[config.mk]
export PLATFORM = sky130hd
export DESIGN_NAME = dual_path_xcvr
export DESIGN_NICKNAME = d
export VERILOG_FILES = /design/src/rtl/xcvr_pkg.sv /design/src/rtl/xcvr_capture_reg.sv /design/src/rtl/xcvr_lane.sv /design/src/rtl/dual_path_xcvr.sv
export SDC_FILE = /design/constraint.sdc
export NUM_CORES = 1
export LEC_CHECK = 0
export BUFFER_PORTS_ARGS = -buffer_cell sky130_fd_sc_hd__buf_2
export CAP_MARGIN = 10
export CORE_ASPECT_RATIO = 0.5
export CORE_MARGIN = 2
export CORE_UTILIZATION = 45
export CTS_CLUSTER_SIZE = 30
export DETAILED_ROUTE_END_ITERATION = 8
export GPL_ROUTABILITY_DRIVEN = 0
export PLACE_DENSITY = 0.81
export SLEW_MARGIN = 10
export SYNTH_ARGS = -nofsm -noshare
export SYNTH_HDL_FRONTEND = slang
export SYNTH_HIERARCHICAL = 1
export SYNTH_SLANG_ARGS = --single-unit
export TNS_END_PERCENT = 30
[constraint.sdc]
create_clock -name clk -period 1 [get_ports clk]
set_clock_uncertainty 0.1 [all_clocks]
set_input_delay 0.05 -clock clk [delete_from_list [all_inputs] [get_ports clk]]
set_output_delay 0.05 -clock clk [all_outputs]
set_load 0.02 [all_outputs]
[src/rtl/xcvr_pkg.sv]
// Package: shared defaults and the per-lane control bundle of the transceiver.
// Assumes: every lane uses the same control layout.
package xcvr_pkg;

    localparam int LANE_W_DEF = 8;
    localparam int LANES_DEF  = 2;

    // Control set of one lane
    typedef struct packed {
        logic oe_n;    // active-low output enable
        logic dir_b;   // 1: drive B bus, 0: drive A bus
        logic cap_ab;  // load the A-side register
        logic cap_ba;  // load the B-side register
        logic sel_ab;  // B source: 0 live, 1 stored
        logic sel_ba;  // A source: 0 live, 1 stored
    } lane_ctrl_t;

endpackage

[src/rtl/xcvr_capture_reg.sv]
// Module: one capture register with load enable.
// Assumes: rst_n is synchronous, active low, and wins over the load enable.
module xcvr_capture_reg #(
    parameter int W = 8
) (
    input  logic         clk,
    input  logic         rst_n,
    input  logic         load,
    input  logic [W-1:0] d,
    output logic [W-1:0] q
);

    // Clear on reset, otherwise load d when the strobe is high
    always_ff @(posedge clk) begin
        if (!rst_n)
            q <= '0;
        else if (load)
            q <= d;
    end

endmodule

[src/rtl/xcvr_lane.sv]
// Module: one lane of the transceiver: two capture registers, two source
// multiplexers and the enable decode for both buses.
// Assumes: capture never depends on enable or direction; undriven outputs are 0.
module xcvr_lane
    import xcvr_pkg::*;
#(
    parameter int W = LANE_W_DEF
) (
    input  logic         clk,
    input  logic         rst_n,
    input  lane_ctrl_t   ctrl,
    input  logic [W-1:0] a_in,
    input  logic [W-1:0] b_in,
    output logic [W-1:0] a_out,
    output logic [W-1:0] a_oe,
    output logic [W-1:0] b_out,
    output logic [W-1:0] b_oe
);

    logic [W-1:0] a_q;
    logic [W-1:0] b_q;
    logic [W-1:0] to_b;
    logic [W-1:0] to_a;
    logic         drive_a;
    logic         drive_b;

    xcvr_capture_reg #(.W(W)) u_a_store (
        .clk  (clk),
        .rst_n(rst_n),
        .load (ctrl.cap_ab),
        .d    (a_in),
        .q    (a_q)
    );

    xcvr_capture_reg #(.W(W)) u_b_store (
        .clk  (clk),
        .rst_n(rst_n),
        .load (ctrl.cap_ba),
        .d    (b_in),
        .q    (b_q)
    );

    // Decide which bus, if any, this lane drives
    always_comb begin
        drive_b = !ctrl.oe_n &&  ctrl.dir_b;
        drive_a = !ctrl.oe_n && !ctrl.dir_b;
    end

    // Pick live or stored data for each direction
    always_comb begin
        to_b = ctrl.sel_ab ? a_q : a_in;
        to_a = ctrl.sel_ba ? b_q : b_in;
    end

    // Gate values and form per-bit enables
    always_comb begin
        b_out = drive_b ? to_b : '0;
        a_out = drive_a ? to_a : '0;
        b_oe  = {W{drive_b}};
        a_oe  = {W{drive_a}};
    end

endmodule

[src/rtl/dual_path_xcvr.sv]
// Module: top of the registered bidirectional transceiver; replicates one
// lane per control set over the A and B buses.
// Assumes: pads are split into in/out/enable vectors by a wrapper outside.
module dual_path_xcvr
    import xcvr_pkg::*;
#(
    parameter int  LANE_W = LANE_W_DEF,
    parameter int  LANES  = LANES_DEF,
    localparam int BUS_W  = LANE_W * LANES
) (
    input  logic             clk,
    input  logic             rst_n,
    input  logic [LANES-1:0] oe_n,
    input  logic [LANES-1:0] dir_b,
    input  logic [LANES-1:0] cap_ab,
    input  logic [LANES-1:0] cap_ba,
    input  logic [LANES-1:0] sel_ab,
    input  logic [LANES-1:0] sel_ba,
    input  logic [BUS_W-1:0] a_in,
    output logic [BUS_W-1:0] a_out,
    output logic [BUS_W-1:0] a_oe,
    input  logic [BUS_W-1:0] b_in,
    output logic [BUS_W-1:0] b_out,
    output logic [BUS_W-1:0] b_oe
);

    for (genvar g = 0; g < LANES; g++) begin : g_lane
        lane_ctrl_t ctrl;

        // Bundle this lane's control bits
        always_comb begin
            ctrl.oe_n   = oe_n[g];
            ctrl.dir_b  = dir_b[g];
            ctrl.cap_ab = cap_ab[g];
            ctrl.cap_ba = cap_ba[g];
            ctrl.sel_ab = sel_ab[g];
            ctrl.sel_ba = sel_ba[g];
        end

        xcvr_lane #(.W(LANE_W)) u_lane (
            .clk  (clk),
            .rst_n(rst_n),
            .ctrl (ctrl),
            .a_in (a_in [g*LANE_W +: LANE_W]),
            .b_in (b_in [g*LANE_W +: LANE_W]),
            .a_out(a_out[g*LANE_W +: LANE_W]),
            .a_oe (a_oe [g*LANE_W +: LANE_W]),
            .b_out(b_out[g*LANE_W +: LANE_W]),
            .b_oe (b_oe [g*LANE_W +: LANE_W])
        );
    end

endmodule

# [Yosys cells after proc, flatten, opt, wreduce, memory -nomap -nowiden]
# Cells that the tools add are included.
# W data, S select, Z words.
[word_totals] elab_cells=20 inputBits=46 ff_bits=32
[classes] muxes=8 reduce_logical=8
[op_table] operator="$mux W8" n=8
[op_table] operator="$logic_and A1 B1 Y1" n=4
[op_table] operator="$logic_not A1 Y1" n=4

# [Longest topological paths before layout]
[logic_depth] ltp_word=3 mapped_depth=4 ltp_nobuf=2

# [Hierarchy]
# Netlist, hierarchy kept.
[modules_own_cells] mod="xcvr_capture_reg" area_per_inst_um2=301.5 cells_per_inst=25 seq_area_each_um2=160.2 n_inst=4
[modules_own_cells] mod="xcvr_lane" area_per_inst_um2=391.6 cells_per_inst=56 seq_area_each_um2=0.0 n_inst=2

# [Worst setup path before layout]
# OpenSTA, ideal clock, no wires.
[synth_path] path_kind="in2out" from="in oe_n[0]" to="out a_out[0]" t_arrival_ns=0.704 stages=3 setup_slack_ns=0.146 cell_sequence="or2_1 > buf_6 > nor2_1"
[synth_between] elab_chain_cells=3
[synth_lines] item="start: declaration" line="dual_path_xcvr.sv:13" source="input logic [LANES-1:0] oe_n,"
[synth_lines] item="$logic_not A1 Y1" line="xcvr_lane.sv:46" source="drive_a = !ctrl.oe_n && !ctrl.dir_b;"
[synth_lines] item="$logic_and A1 B1 Y1" line="xcvr_lane.sv:46"
[synth_lines] item="$mux W8" line="xcvr_lane.sv:58" source="a_out = drive_a ? to_a : '0;"
[synth_lines] item="end: declaration" line="dual_path_xcvr.sv:20" source="output logic [BUS_W-1:0] a_out,"
# Every way passes these cells.

# [Worst setup path in the final report]
[layout_path] from="reg g_lane[0].u_lane.u_b_store.q[1]" to="out a_out[1]"
[layout_between] elab_chain_cells=2
[layout_lines] item="start: declaration" line="xcvr_capture_reg.sv:10" source="output logic [W-1:0] q"
[layout_lines] item="start signal: assignment" line="xcvr_capture_reg.sv:16" source="q <= '0;"
[layout_lines] item="start signal: assignment" line="xcvr_capture_reg.sv:18" source="q <= d;"
[layout_lines] item="$mux W8" line="xcvr_lane.sv:52" source="to_a = ctrl.sel_ba ? b_q : b_in;"
[layout_lines] item="$mux W8" line="xcvr_lane.sv:58"
# Every way passes these cells.

==> results.sh <==
export IMPL_hold_start="a_in[1]"
export IMPL_netlist_cell_type_count=10
export IMPL_fin_util_pct=64.0
export IMPL_vias=1729
export IMPL_crit_path_start="g_lane[0].u_lane/u_b_store/q[1]"
export IMPL_violations="negative setup slack"
export IMPL_hp_class="primary input to flip-flop"
export IMPL_worst_ep_required_time_ns=0.85
export IMPL_grt_pass1_wl_um=7160
export IMPL_period_minus_slack_ns=1.16
export IMPL_root_buffer="clkbuf_8"
export IMPL_async_reset_ff_share_pct=0
export IMPL_ff2ff_setup_slack_ns=0.14
export IMPL_die_w_um=98.0
export IMPL_nNetsFinal=364
export IMPL_synth_area_per_cell_sq_um=9.38
export IMPL_ys_top_cells_by_count="64 x mux2i_1, 36 x buf_4, 32 x dfxtp_1, 32 x nor2_1, 32 x nor2b_1"
export IMPL_cap_violations=0
export IMPL_post_synth_top_count_cell="mux2i_1"
export IMPL_maxSlewViolCount=0
export IMPL_area_delta_synth_final_pct=38.9
export IMPL_routed_wl_um=4610
export IMPL_drc=0
export IMPL_start_util_pct=46.1
export IMPL_grt_pass1_vias=1689
export IMPL_grt_use_total_pct=17.4
export IMPL_critical_path_startpoint_type="flip-flop"
export IMPL_cp_num_buf_inv=1
export IMPL_fin_ws_ns=-0.158
export IMPL_worst_slew_pin_slew_ns=0.462
export IMPL_r2r_start="g_lane[0].u_lane/u_a_store/q[1]"
export IMPL_total_leakage_power_nw=1.47
export IMPL_core_area_sq_um=4320
export IMPL_hold_viol=0
export IMPL_rsz0062_at_grt="yes"
export IMPL_detail_route_wl_per_cell_um=12.4
export IMPL_layout_drive_gt1_share_pct=45.9
export IMPL_p_total_mw=3.13
export IMPL_synth_cells=212
export IMPL_hpwlAfterDp_um=2960
export IMPL_slew_headroom_pct=69.2
export IMPL_register_area_sq_um=664
export IMPL_die_h_um=51.0
export IMPL_yosysWarnings=6
export IMPL_ys_seq_elements=32
export IMPL_cts_tree="built"
export IMPL_ir_worst_vdd_v=0.000594
export IMPL_status="complete, but fails checks"
export IMPL_period_share_pct=116
export IMPL_drt_pass1_iter_count=4
export IMPL_drt_vias_per_instance=4.64
export IMPL_slowest_stage="dfxtp_2"
export IMPL_finalSetupViolCount=32
export IMPL_endpoint_kind="output pin"
export IMPL_crit_chain="mux2i_2, nor2_1, buf_4"
export IMPL_power_density_nw_per_um2=1130
export IMPL_h_tree_depth=2
export IMPL_cts_num_sinks=32
export IMPL_clkLatencyLatePin_ns=0.27
export IMPL_netlist_area_sq_um=1990
export IMPL_multi_input_area_sq_um=1000
export IMPL_synth_net_count=258
export IMPL_arrival_ns=1.01
export IMPL_slowest_delay_ns=0.33
export IMPL_synth_top_area_share_pct=32.2
export IMPL_yosys_most_used_dff="dfxtp_1"
export IMPL_gr_total_overflow=0
export IMPL_fmax_mhz=864
export IMPL_n_antenna_cell=0
export IMPL_rows=17
export IMPL_io_buffers=109
export IMPL_critPathKind="flip-flop to output pin"
export IMPL_seq_area_frac_synth_pct=32.2
export IMPL_grt_start_max_net_pins=33
export IMPL_postRouteAntennaNets=0
export IMPL_numCtsBuffers=5
export IMPL_synth_area_leaders="dfxtp_1 32%, mux2i_1 32%, buf_4 14%"
export IMPL_die_area_sq_um=5000
export IMPL_cp_max_fo=2
export IMPL_synth_largest_area_cell="dfxtp_1"
export IMPL_clk_path_buf_depth=2
export IMPL_synth_edf_count=0
export IMPL_path_delay_family="flip-flops"
export IMPL_first_iter_violations=14
export IMPL_ioPinCount=110
export IMPL_grt_antenna_before_repair=0
export IMPL_path_clk_slew_ns=0.06
export IMPL_fillers=370
## flip-flops by register name (all words and copies together), names as in the netlist
name	count
g_lane.u_lane/u_a_store/q	16
g_lane.u_lane/u_b_store/q	16
## placed cells by master, fill, tap and decap left out
cell           instances
clkbuf_8               5
mux2i_1               63
buf_4                 29
inv_2                  4
dlygate4sd3_1         31
nor2b_1               32
mux2i_2                1
buf_2                 83
or2_4                  2
dfxtp_2               19
nor2_1                32
dfxtp_1               13
nand2b_2               2
## routing by layer
metal | track usage, % | part of all wire [%]
met5 | 0 | 0
met1 | 18.5 | 42
met4 | 3.47 | 0.26
met3 | 3.56 | 5.0
met2 | 36.1 | 53
## per-stage QoR
stage / worst slack [ns] / hold WS, ns / instances / area, sq um / TNS, ns
6_report: -0.158 / 0.0247 / 373 / 2760 / -2.68
5_1_grt: -0.195 / 0.0139 / 373 / 2760 / -4.54
4_1_cts: -0.116 / 0.00543 / 372 / 2680 / -2.85
3_5_place_dp: 0.0269 / 0.232 / 334 / 2260 / 0
3_3_place_gp: 0.0500 / 0.222 / 334 / 2260 / 0
2_1_floorplan: 0.146 / 0.0782 / 212 / 1990 / 0
## final timing paths
kind,cells after the start,endpoint
worst max register to register,3,g_lane[0].u_lane/u_a_store/q[1]
worst max-delay path,3,a_out[1]
worst min register to register,2,g_lane[1].u_lane/u_a_store/q[0]
worst min-delay path,3,g_lane[0].u_lane/u_a_store/q[1]
## worst reg2reg max path, stage by stage, from the launching register on
cell and delay, ns:
dfxtp_2 0.32, buf_4 0.12, mux2i_1 0.14, nor2b_1 0.07
## power by group
group	internal [mW]	switching [mW]	total, mW	leakage [nW]
registers	1.36	0.0389	1.40	0.271
logic	0.426	0.449	0.875	1.16
clock network	0.447	0.403	0.850	0.0359
total	2.23	0.892	3.13	1.47
## cells by family (layout without fill, tap and decap cells)
family                 Yosys count  count (layout)  synth area share [%]
and+or+nand+nor                 68              68                  17.4
muxes                           64              64                  32.2
buffers and inverters           48             152                  18.2
DFF                             32              32                  32.2
## repair_timing
action	CTS	global route
endpoints found under the hold margin	31	0
setup buffers	2	1
setup endpoints to repair	32	64
gates resized for setup	10	40
pin swaps	0	11
hold buffers	31	0
## layout make-up
class | instances | share of cell area [%]
Sequential cell | 32 | 24.0
Timing Repair Buffer | 143 | 34.1
Tap cell | 57 | 2.58
Clock buffer | 5 | 2.49
Inverter | 4 | 0.543
Multi-Input combinational cell | 132 | 36.2
Note: power is estimated with default switching activity, not from simulation.
